==> config.mk <==
export PLATFORM = sky130hd
export DESIGN_NAME = sar_seq
export DESIGN_NICKNAME = d
export VERILOG_FILES = /design/src/rtl/sar_pkg.sv /design/src/rtl/sar_clk_gen.sv /design/src/rtl/sar_core.sv /design/src/rtl/sar_seq.sv
export SDC_FILE = /design/constraint.sdc
export NUM_CORES = 1
export LEC_CHECK = 0
export BUFFER_PORTS_ARGS = -buffer_cell sky130_fd_sc_hd__clkbuf_2
export CAP_MARGIN = 20
export CORE_MARGIN = 3
export CORE_UTILIZATION = 30
export DETAILED_ROUTE_END_ITERATION = 8
export PLACE_DENSITY = 0.46
export SYNTH_ARGS = -nofsm -noshare
export SYNTH_HDL_FRONTEND = slang
export SYNTH_SLANG_ARGS = --single-unit
==> constraint.sdc <==
create_clock -name clk_i -period 5.9 [get_ports clk_i]
set_input_delay 1.18 -clock clk_i [delete_from_list [all_inputs] [get_ports clk_i]]
set_output_delay 1.18 -clock clk_i [all_outputs]
set_load 0.01 [all_outputs]
==> src/rtl/sar_pkg.sv <==
package sar_pkg;
  localparam int NBITS  = 10;
  localparam int PRE_W  = 6;
  localparam int SEL_W  = 3;

  typedef enum logic [1:0] {ST_IDLE, ST_CONV, ST_DONE} sar_state_e;

  function automatic logic sel_is_rc(input logic [SEL_W-1:0] s);
    return &s[1:0];
  endfunction

  // terminal count of the prescaler: divisor is 2^(1 + 2*s[1:0] + s[2])
  function automatic logic [PRE_W-1:0] div_limit(input logic [SEL_W-1:0] s);
    int n;
    n = 1 + 2 * int'(s[1:0]) + int'(s[2]);
    if (&s[1:0]) n = 1;
    return PRE_W'((1 << n) - 1);
  endfunction
endpackage

==> src/rtl/sar_clk_gen.sv <==
module sar_clk_gen
  import sar_pkg::*;
#(
  parameter int SYNC_STAGES = 2
) (
  input  logic             clk_i,
  input  logic             rst_ni,
  input  logic             run_i,
  input  logic [SEL_W-1:0] sel_i,
  input  logic             rc_clk_i,
  output logic             step_o
);
  logic [SYNC_STAGES-1:0] sync_q;
  logic                   rc_prev_q;
  logic                   rc_pulse;
  logic [PRE_W-1:0]       pre_q;
  logic [PRE_W-1:0]       limit;
  logic                   div_pulse;

  generate
    if (SYNC_STAGES == 1) begin : g_sync1
      always_ff @(posedge clk_i or negedge rst_ni)
        if (!rst_ni) sync_q <= '0;
        else         sync_q <= rc_clk_i;
    end else begin : g_syncn
      always_ff @(posedge clk_i or negedge rst_ni)
        if (!rst_ni) sync_q <= '0;
        else         sync_q <= {sync_q[SYNC_STAGES-2:0], rc_clk_i};
    end
  endgenerate

  always_ff @(posedge clk_i or negedge rst_ni)
    if (!rst_ni) rc_prev_q <= 1'b0;
    else         rc_prev_q <= sync_q[SYNC_STAGES-1];

  assign rc_pulse  = sync_q[SYNC_STAGES-1] & ~rc_prev_q;
  assign limit     = div_limit(sel_i);
  assign div_pulse = run_i && (pre_q == limit);

  // prescaler restarts at every conversion so period 1 begins on the GO edge
  always_ff @(posedge clk_i or negedge rst_ni)
    if (!rst_ni)        pre_q <= '0;
    else if (!run_i)    pre_q <= '0;
    else if (div_pulse) pre_q <= '0;
    else                pre_q <= pre_q + 1'b1;

  assign step_o = run_i && (sel_is_rc(sel_i) ? rc_pulse : div_pulse);

  AST_DIV_PULSE_SINGLE: assert property (@(posedge clk_i) disable iff (!rst_ni)
    div_pulse |=> !div_pulse);
  AST_RC_PULSE_SINGLE: assert property (@(posedge clk_i) disable iff (!rst_ni)
    rc_pulse |=> !rc_pulse);
endmodule

==> src/rtl/sar_core.sv <==
module sar_core
  import sar_pkg::*;
#(
  parameter int N = NBITS
) (
  input  logic         clk_i,
  input  logic         rst_ni,
  input  logic         step_i,
  input  logic         cmp_i,
  input  logic         go_set_i,
  input  logic         go_clr_i,
  input  logic         flag_clr_i,
  output logic         run_o,
  output logic         go_o,
  output logic         flag_o,
  output logic         sample_o,
  output logic [N-1:0] dac_o,
  output logic [N-1:0] result_o
);
  localparam int CNT_W = $clog2(N + 1);
  localparam logic [N-1:0] TRIAL0 = N'(1) << (N - 1);

  sar_state_e       state_q;
  logic [CNT_W-1:0] cnt_q;
  logic [N-1:0]     sar_q, sar_nxt, result_q;
  logic             go_q, flag_q, sample_q;
  int               bit_idx;

  assign bit_idx = N - int'(cnt_q);

  always_comb begin
    sar_nxt = sar_q;
    for (int i = 0; i < N; i++) begin
      if (i == bit_idx)     sar_nxt[i] = cmp_i;
      if (i + 1 == bit_idx) sar_nxt[i] = 1'b1;
    end
  end

  always_ff @(posedge clk_i or negedge rst_ni) begin
    if (!rst_ni) begin
      state_q  <= ST_IDLE;
      cnt_q    <= '0;
      sar_q    <= '0;
      result_q <= '0;
      go_q     <= 1'b0;
      flag_q   <= 1'b0;
      sample_q <= 1'b1;
    end else begin
      if (flag_clr_i) flag_q <= 1'b0;
      unique case (state_q)
        ST_IDLE: if (go_set_i && !go_clr_i) begin
          state_q  <= ST_CONV;
          go_q     <= 1'b1;
          sample_q <= 1'b0;
          sar_q    <= TRIAL0;
          cnt_q    <= '0;
        end
        ST_CONV: if (go_clr_i) begin
          state_q  <= ST_IDLE;
          go_q     <= 1'b0;
          sample_q <= 1'b1;
        end else if (step_i) begin
          if (cnt_q == '0) cnt_q <= CNT_W'(1);  // end of disconnect period
          else begin
            sar_q <= sar_nxt;
            if (cnt_q == CNT_W'(N)) state_q <= ST_DONE;
            else                    cnt_q   <= cnt_q + 1'b1;
          end
        end
        ST_DONE: begin
          state_q  <= ST_IDLE;
          result_q <= sar_q;
          go_q     <= 1'b0;
          flag_q   <= 1'b1;
          sample_q <= 1'b1;
        end
        default: state_q <= ST_IDLE;
      endcase
    end
  end

  assign run_o    = (state_q == ST_CONV);
  assign go_o     = go_q;
  assign flag_o   = flag_q;
  assign sample_o = sample_q;
  assign dac_o    = sar_q;
  assign result_o = result_q;

  AST_START_TRIAL: assert property (@(posedge clk_i) disable iff (!rst_ni)
    $rose(go_q) |-> (sar_q == TRIAL0));
  AST_CAP_OPEN: assert property (@(posedge clk_i) disable iff (!rst_ni)
    (state_q == ST_CONV) |-> !sample_q);
  AST_DONE_ACTIONS: assert property (@(posedge clk_i) disable iff (!rst_ni)
    (state_q == ST_DONE) |=> (flag_q && !go_q && sample_q));
  AST_HOLD_NO_STEP: assert property (@(posedge clk_i) disable iff (!rst_ni)
    (state_q == ST_CONV && !step_i && !go_clr_i) |=> ($stable(sar_q) && $stable(cnt_q)));
  AST_ABORT_KEEP: assert property (@(posedge clk_i) disable iff (!rst_ni)
    (state_q == ST_CONV && go_clr_i) |=> ($stable(result_q) && !go_q && sample_q));
  AST_FLAG_STICKY: assert property (@(posedge clk_i) disable iff (!rst_ni)
    (flag_q && !flag_clr_i) |=> flag_q);
endmodule

==> src/rtl/sar_seq.sv <==
module sar_seq
  import sar_pkg::*;
(
  input  logic             clk_i,
  input  logic             rst_ni,
  input  logic             rc_clk_i,
  input  logic             sel_wr_i,
  input  logic [SEL_W-1:0] sel_wdata_i,
  input  logic             go_set_i,
  input  logic             go_clr_i,
  input  logic             flag_clr_i,
  input  logic             cmp_i,
  output logic [SEL_W-1:0] sel_o,
  output logic             go_o,
  output logic             flag_o,
  output logic             sample_o,
  output logic [NBITS-1:0] dac_o,
  output logic [NBITS-1:0] result_o
);
  logic [SEL_W-1:0] sel_q;
  logic             run, step, go;

  always_ff @(posedge clk_i or negedge rst_ni)
    if (!rst_ni)              sel_q <= '0;
    else if (sel_wr_i && !go) sel_q <= sel_wdata_i;

  sar_clk_gen #(.SYNC_STAGES(2)) u_clk (
    .clk_i    (clk_i),
    .rst_ni   (rst_ni),
    .run_i    (run),
    .sel_i    (sel_q),
    .rc_clk_i (rc_clk_i),
    .step_o   (step)
  );

  sar_core #(.N(NBITS)) u_core (
    .clk_i      (clk_i),
    .rst_ni     (rst_ni),
    .step_i     (step),
    .cmp_i      (cmp_i),
    .go_set_i   (go_set_i),
    .go_clr_i   (go_clr_i),
    .flag_clr_i (flag_clr_i),
    .run_o      (run),
    .go_o       (go),
    .flag_o     (flag_o),
    .sample_o   (sample_o),
    .dac_o      (dac_o),
    .result_o   (result_o)
  );

  assign sel_o = sel_q;
  assign go_o  = go;

  AST_SEL_FROZEN: assert property (@(posedge clk_i) disable iff (!rst_ni)
    go |=> $stable(sel_q));
endmodule

==> results by group, run 1 <==
Die
  • Initial core utilization: 0.312
  • Core footprint: 8300 sq um
  • DIE AREA: 9780 sq um
  • Rows: 33
  • Die width: roughly 99 microns
  • Die Y-Extent: 98.9 microns
  • Io pins: 37

GRT
  • First-pass GRT wire length: between 9 and 10 mm
  • Pin count of the biggest net entering global routing: between 40 and 50
  • Total GRT Usage: 0.121
  • Initial antenna violation count: 0
  • Vias in the first global route: a little under 2000
  • Total gr overflow: 0

Yosys
  • Ys Warns: 0
  • Mapped Area: 2590 sq um
  • Register area share after synthesis: 0.397
  • Asr flop ratio synth: 1.00
  • Synth Flop Type: dfrtp_1
  • Syn Area/Cell: approximately 9.4 sq um
  • Syn Inst Count: around 280
  • Yosys reg bits: between 40 and 50
  • EDFF count, synth: 0
  • Yosys cell types: 54
  • Syn_nets: approximately 300

Cells and area
  • Fin util: 0.354
  • Final Non-Filler Cells: roughly 400
  • Fraction of layout cells with a size suffix above 1: 0.222
  • Area Overhead vs Synth: 13.5%
  • Multi-input logic area: between 1000 and 1500 sq um
  • Sequential standard cell area: roughly 1000 sq um
  • Filler cells: 868
  • Net count reported at finish: between 300 and 400
  • Post-Layout Inst Area: between 2000 and 3000 sq um
  • Antenna cells: 0

Worst setup path
  • Crit-path most repeated cell: nor2_1
  • CP startpoint kind: register
  • CP max stage cell: dfrtp_1
  • Worst flop-to-flop path startpoint: sel_o[2]
  • Crit path kind: reg2reg
  • Worst EP required: a little over 6 ns
  • Crit path largest cell delay: 0.54 ns
  • Setup crit end kind: register
  • R2R depth: 14
  • R2R Setup Slk: between 2 and 2.5 ns
  • Critical path cell sequence: ha_1 > or2_2 > nor2_1 > a21oi_1 > nor2_1 > nor2_1 > ha_1 > xor2_1 > xnor2_1 > a2111o_1 > a211o_1 > o22ai_4 > nand2_1 > o2bb2ai_1
  • Crit-path max FO: 16
  • Reg-to-reg endpoint: u_core.dac_o[2]
  • Crit path DAT: 3.82 ns

Clock tree
  • Num CTS Buffers: 5
  • Clk_lat worst skew: roughly 0.29 ns
  • Post_cts resized: 0
  • Clock sinks: 41
  • Clk root buf: clkbuf_8
  • Post-CTS Setup Inserts: 0
  • Hold buffers post-CTS: 0
  • Clock-pin slew on the worst setup and hold paths: ~0.080 ns
  • CTS tree: done
  • H-tree Lvls: 2
  • CTS Buffer Depth: 2

Placement
  • Pre-CTS setup slack: 2.31 ns
  • Post-place instance area: 2840 sq um
  • Placed insts: ~400
  • Placed wire-length estimate: ~4.2 mm
  • Buffers on Ports: 36
  • Gpl congestion: about 0.83

Timing
  • RSZ-0062 raised after global routing: no
  • Max Clk Rate: between 0.2 and 0.3 GHz
  • Final worst path period need: between 3 and 4 ns
  • Setup tns final: 0 ns
  • Final WS setup: between 2 and 2.5 ns
  • Final Hold Viols: 0
  • Slew @ Worst Pin: about 0.84 ns
  • Final Max Tran Viols: 0
  • Period utilisation layout: 0.611
  • Slew Limit Headroom: 0.439
  • Final count of negative-setup-slack endpoints: 0
  • Clock skew: between 0.004 and 0.005 ns

Routing
  • DR vias/cell: ~5.0
  • Initial DRT Pass Iterations: 4
  • Wirelength per Cell: 13.8 microns
  • Drt drc: 0
  • Vias: slightly above 2000
  • Final ANT Viol Nets: 0
  • Routed wire length: between 5 and 6 mm
  • Drt initial violations: 99

Worst hold path
  • Hold Path Class: reg2reg
  • Hold Path Depth: 0
  • Min-Delay Startpoint: u_clk.sync_q[0]
  • WHS Endpoint: u_clk.sync_q[1]

Status
  • Outcome: finished, final reports clean

Power
  • P per Cell Area: ~470 nW/um^2
  • Leak pwr: 1.36 nW
  • Peak supply drop: around 0.13 mV

Job
  • Max-Cap Viols: 0
layout make-up:
| cell class | count | share of cell area |
|---|---|---|
| Clock buffer | 5 | 0.0234 |
| Tap cell | 105 | 0.0447 |
| Clock inverter | 2 | 0.0119 |
| Inverter | 14 | 0.0179 |
| Timing Repair Buffer | 37 | 0.0639 |
| Sequential cell | 41 | 0.350 |
| Multi-Input combinational cell | 207 | 0.489 |
worst max-delay path, delay by kind of cell, from the launching register on:
| family | cells | cell delay, ns |
|---|---|---|
| and+or+nand+nor | 5 | 0.75 |
| DFF | 1 | 0.54 |
| adders and majority gates | 2 | 0.59 |
| AOI/OAI and AO/OA | 5 | 1.33 |
| xor gates and xnor gates | 2 | 0.32 |
layer usage:
metal  share of wire  track usage  routed length [microns]
met2            0.47        0.194                     2680
met4           0.010       0.0389                       59
met3           0.023       0.0276                      128
met5               0            0                        0
met1            0.49        0.162                     2810
cells in the final DEF (no fill, tap or decap), drive strengths merged, types with 9 or more instances in the layout:
master | netlist | routed
o21ai | 20 | 20
inv | 14 | 14
dfrtp | 40 | 40
mux2 | 14 | 14
ha | 15 | 15
nor2 | 20 | 20
nand3 | 9 | 9
nand2 | 22 | 22
a21oi | 20 | 20
clkbuf | 10 | 41
report_power, final:
part           switching (mW)  leakage (nW)  total [mW]  internal (mW)
clock                  0.0963        0.0540       0.219          0.123
sequential              0.103         0.536       0.448          0.346
combinational           0.412         0.771       0.722          0.310
flip-flops by register name, summed over array words and instances, names as in the netlist, 2 cells and up:
name	flops
sel_o	3
u_core.state_q	2
u_clk.pre_q	6
u_core.dac_o	10
u_clk.sync_q	2
u_core.result_o	10
u_core.cnt_q	4
synthesized netlist by cell type, types with 6 or more instances:
cell type   n  share of area
nor2_1     20          0.029
dfrtp_1    40           0.39
a21o_1      7          0.020
o2bb2ai_1   7          0.024
nand2_1    22          0.032
xor2_1      6          0.020
nand3_1     8          0.015
a21oi_1    19          0.037
inv_1      14          0.020
clkbuf_1    9          0.013
o21ai_0    19          0.037
nor3_1      7          0.014
mux2_2     14          0.061
ha_1       15          0.072
through the flow:
| step | hold WS, ns | power [mW] |
|---|---|---|
| final | 0.352 | 1.39 |
| after global routing | 0.367 | 1.52 |
| after CTS | 0.353 | 1.40 |
| after detailed placement | 0.336 | 1.18 |
| after global placement | 0.336 | 1.19 |
| after floorplan | 0.331 | 1.01 |
cells by family (layout without fill, tap and decap cells):
kind of cell    after synthesis  count (layout)  synth area share
xor+xnor                     10              10            0.0338
simple gates                 89              89             0.179
fa+ha+maj                    15              15            0.0725
mux                          15              15            0.0648
flops                        41              41             0.397
compound gates               78              78             0.205
buf+inv                      27              58            0.0483
how the worst max path moves through the flow:
stage,start,to,slack (ns),cells past startpoint
after detailed placement,sel_o[2],u_core.dac_o[0],2.31,14
after global placement,sel_o[2],u_core.dac_o[2],2.39,14
final,sel_o[2],u_core.dac_o[2],2.29,14
after global routing,sel_o[2],u_core.dac_o[1],1.97,14
after floorplan,sel_o[0],u_core.dac_o[1],2.65,15
after CTS,sel_o[2],u_core.dac_o[2],2.26,14
(Power assumes the default switching activity.)
==> inputs of run 2 (changes only) <==
--- a/config.mk
+++ b/config.mk
@@ -10,7 +10,7 @@
 export CORE_MARGIN = 3
 export CORE_UTILIZATION = 30
 export DETAILED_ROUTE_END_ITERATION = 8
-export PLACE_DENSITY = 0.46
+export PLACE_DENSITY = 0.48
 export SYNTH_ARGS = -nofsm -noshare
 export SYNTH_HDL_FRONTEND = slang
 export SYNTH_SLANG_ARGS = --single-unit
==> constraint.sdc (replaced) <==
create_clock -name clk_i -period 3.2 [get_ports clk_i]
set_input_delay 0.64 -clock clk_i [delete_from_list [all_inputs] [get_ports clk_i]]
set_output_delay 0.64 -clock clk_i [all_outputs]
set_load 0.01 [all_outputs]
==> results by group, run 2 (same netlist as run 1, synthesis figures left out) <==
Status
  • Outcome: finished, final reports clean

Routing
  • Vias: 2111
  • Drt initial violations: between 70 and 80
  • Initial DRT Pass Iterations: 4
  • DR vias/cell: just under 5
  • Final ANT Viol Nets: 0
  • Routed wire length: around 6 mm
  • Wirelength per Cell: roughly 14 microns
  • Drt drc: 0

GRT
  • Initial antenna violation count: 0
  • Pin count of the biggest net entering global routing: between 40 and 50
  • Total gr overflow: 0
  • First-pass GRT wire length: 10.3 mm
  • Total GRT Usage: 0.127
  • Vias in the first global route: 2066

Worst setup path
  • Crit path buf inv count: 1
  • Crit path kind: reg2reg
  • Critical path cell sequence: ha_2 > or2_4 > nor2_4 > a21oi_2 > nor2_1 > nor2_1 > ha_2 > xor2_1 > nand2_1 > a2111o_1 > a211o_1 > o22ai_4 > clkbuf_16 > nand2_1 > o2bb2ai_1
  • Crit path DAT: between 3 and 4 ns
  • CP startpoint kind: register
  • Crit path largest cell delay: ~0.45 ns
  • CP max stage cell: a2111o_1
  • Setup crit end kind: register
  • Largest delay share family, worst path: compound AO/OA/AOI/OAI gates
  • Worst EP required: 3.38 ns
  • Crit-path max FO: 8

Timing
  • Final Hold Viols: 0
  • Final WS setup: about 0.096 ns
  • Slew @ Worst Pin: ~0.57 ns
  • Slew Limit Headroom: 0.619
  • Final Max Tran Viols: 0
  • RSZ-0062 raised after global routing: yes
  • Final count of negative-setup-slack endpoints: 0
  • Final worst path period need: between 3 and 4 ns
  • Setup tns final: 0 ns
  • Clock skew: about 0.0026 ns
  • Worst Hold Slack: about 0.28 ns
  • Max Clk Rate: roughly 0.32 GHz
  • Period utilisation layout: 0.970

Placement
  • Post-place instance area: around 2900 sq um
  • Buffers on Ports: 36
  • Pre-CTS setup slack: -0.0100 ns
  • Placed wire-length estimate: ~4.3 mm
  • Placed insts: slightly above 400
  • Gpl congestion: ~0.84

Clock tree
  • CTS Buffer Depth: 2
  • H-tree Lvls: 2
  • Hold buffers post-CTS: 0
  • Clock-pin slew on the worst setup and hold paths: 0.08 ns
  • Clk_lat worst skew: 0.29 ns
  • Clk root buf: clkbuf_8
  • Num CTS Buffers: 5
  • Clock sinks: 41
  • CTS tree: done

Power
  • P per Cell Area: between 900 and 1000 nW/um^2
  • Switching Share: 0.423
  • Total power: between 2 and 3 mW
  • Clk pwr share: 0.176
  • Peak supply drop: approximately 0.3 mV
  • Combinational share of power: 0.551
  • Pint: between 1.5 and 2 mW
  • Share of power burned in registers: 0.273
  • P_sw: around 1.2 mW
  • Leak pwr: about 1.5 nW

Die
  • DIE AREA: around 10000 sq um
  • Rows: 33
  • Die width: between 90 and 100 microns
  • Core footprint: around 8300 sq um
  • Initial core utilization: 0.312
  • Io pins: 37
  • Die Y-Extent: 98.9 microns

Cells and area
  • Final Non-Filler Cells: 425
  • Sequential standard cell area: 1030 sq um
  • Fin util: 0.380
  • Multi-input logic area: about 1500 sq um
  • Area Overhead vs Synth: 21.9%
  • Post-Layout Inst Area: ~3200 sq um
  • Leading cell type in the layout, fill and taps excluded: dfrtp_1
  • Filler cells: ~840
  • Fraction of layout cells with a size suffix above 1: 0.284
  • Net count reported at finish: approximately 350
  • Most frequent cells in the layout: dfrtp_1 (40), clkbuf_2 (36), nand2_1 (22)
  • Antenna cells: 0

Worst hold path
  • Hold Path Class: in2async

Job
  • Max-Cap Viols: 0
## run 2: cell count changes in the layout (fill, tap and decap cells not counted), sizes merged
cell and change:
buf +12, bufinv +1, clkbuf +1, inv +1, clkinv -1
## run 2: path summary, 6_finish.rpt
path | to | from | depth (start not counted) | slack, ns
worst max-delay path | u_core.dac_o[5] | sel_o[0] | 15 | 0.1
worst max register to register | u_core.dac_o[5] | sel_o[0] | 15 | 0.1
worst min register to register | u_clk.sync_q[1] | u_clk.sync_q[0] | 0 | 0.36
max in group asynchronous | u_core.sample_o | rst_ni | 2 | 2.35
min in group clk_i | u_clk.sync_q[1] | u_clk.sync_q[0] | 0 | 0.36
worst min-delay path | u_core.flag_o | rst_ni | 1 | 0.28
## run 2: metal layers
metal / vias up / GRT usage / wire [microns]
met5: - / 0 / 0
met3: 7 / 0.0226 / 151
met1: 1007 / 0.181 / 2830
met2: 32 / 0.198 / 2820
li1: 1065 / - / -
met4: 0 / 0.0326 / 57
## run 2: layout make-up
| type | count | share of cell area |
|---|---|---|
| Inverter | 14 | 0.0167 |
| Multi-Input combinational cell | 207 | 0.467 |
| Tap cell | 105 | 0.0416 |
| Clock buffer | 5 | 0.0218 |
| Timing Repair Buffer | 50 | 0.105 |
| Sequential cell | 41 | 0.326 |
| Clock inverter | 3 | 0.0218 |
## run 2: repair_timing
action                     CTS  global route
pin swaps                    1             9
buffers inserted             1             1
setup endpoints to repair    7            19
gates cloned                 0             1
gates resized for setup      0            12
## run 2: power groups by stage
stage | logic [mW] | clock network (mW) | registers, mW
floorplan | 1.09 | 0 | 0.779
finish | 1.58 | 0.506 | 0.786
CTS | 1.49 | 0.527 | 0.783
global route | 1.79 | 0.544 | 0.813
global placement | 1.47 | 0 | 0.793
detailed placement | 1.47 | 0 | 0.793
## run 2: worst reg2reg max path, cell delays in order (launching register included)
cell	delay, ns
dfrtp_1	0.40
ha_2	0.18
or2_4	0.24
nor2_4	0.11
a21oi_2	0.03
nor2_1	0.10
nor2_1	0.05
ha_2	0.34
xor2_1	0.14
nand2_1	0.07
a2111o_1	0.45
a211o_1	0.29
o22ai_4	0.20
clkbuf_16	0.21
nand2_1	0.05
o2bb2ai_1	0.13
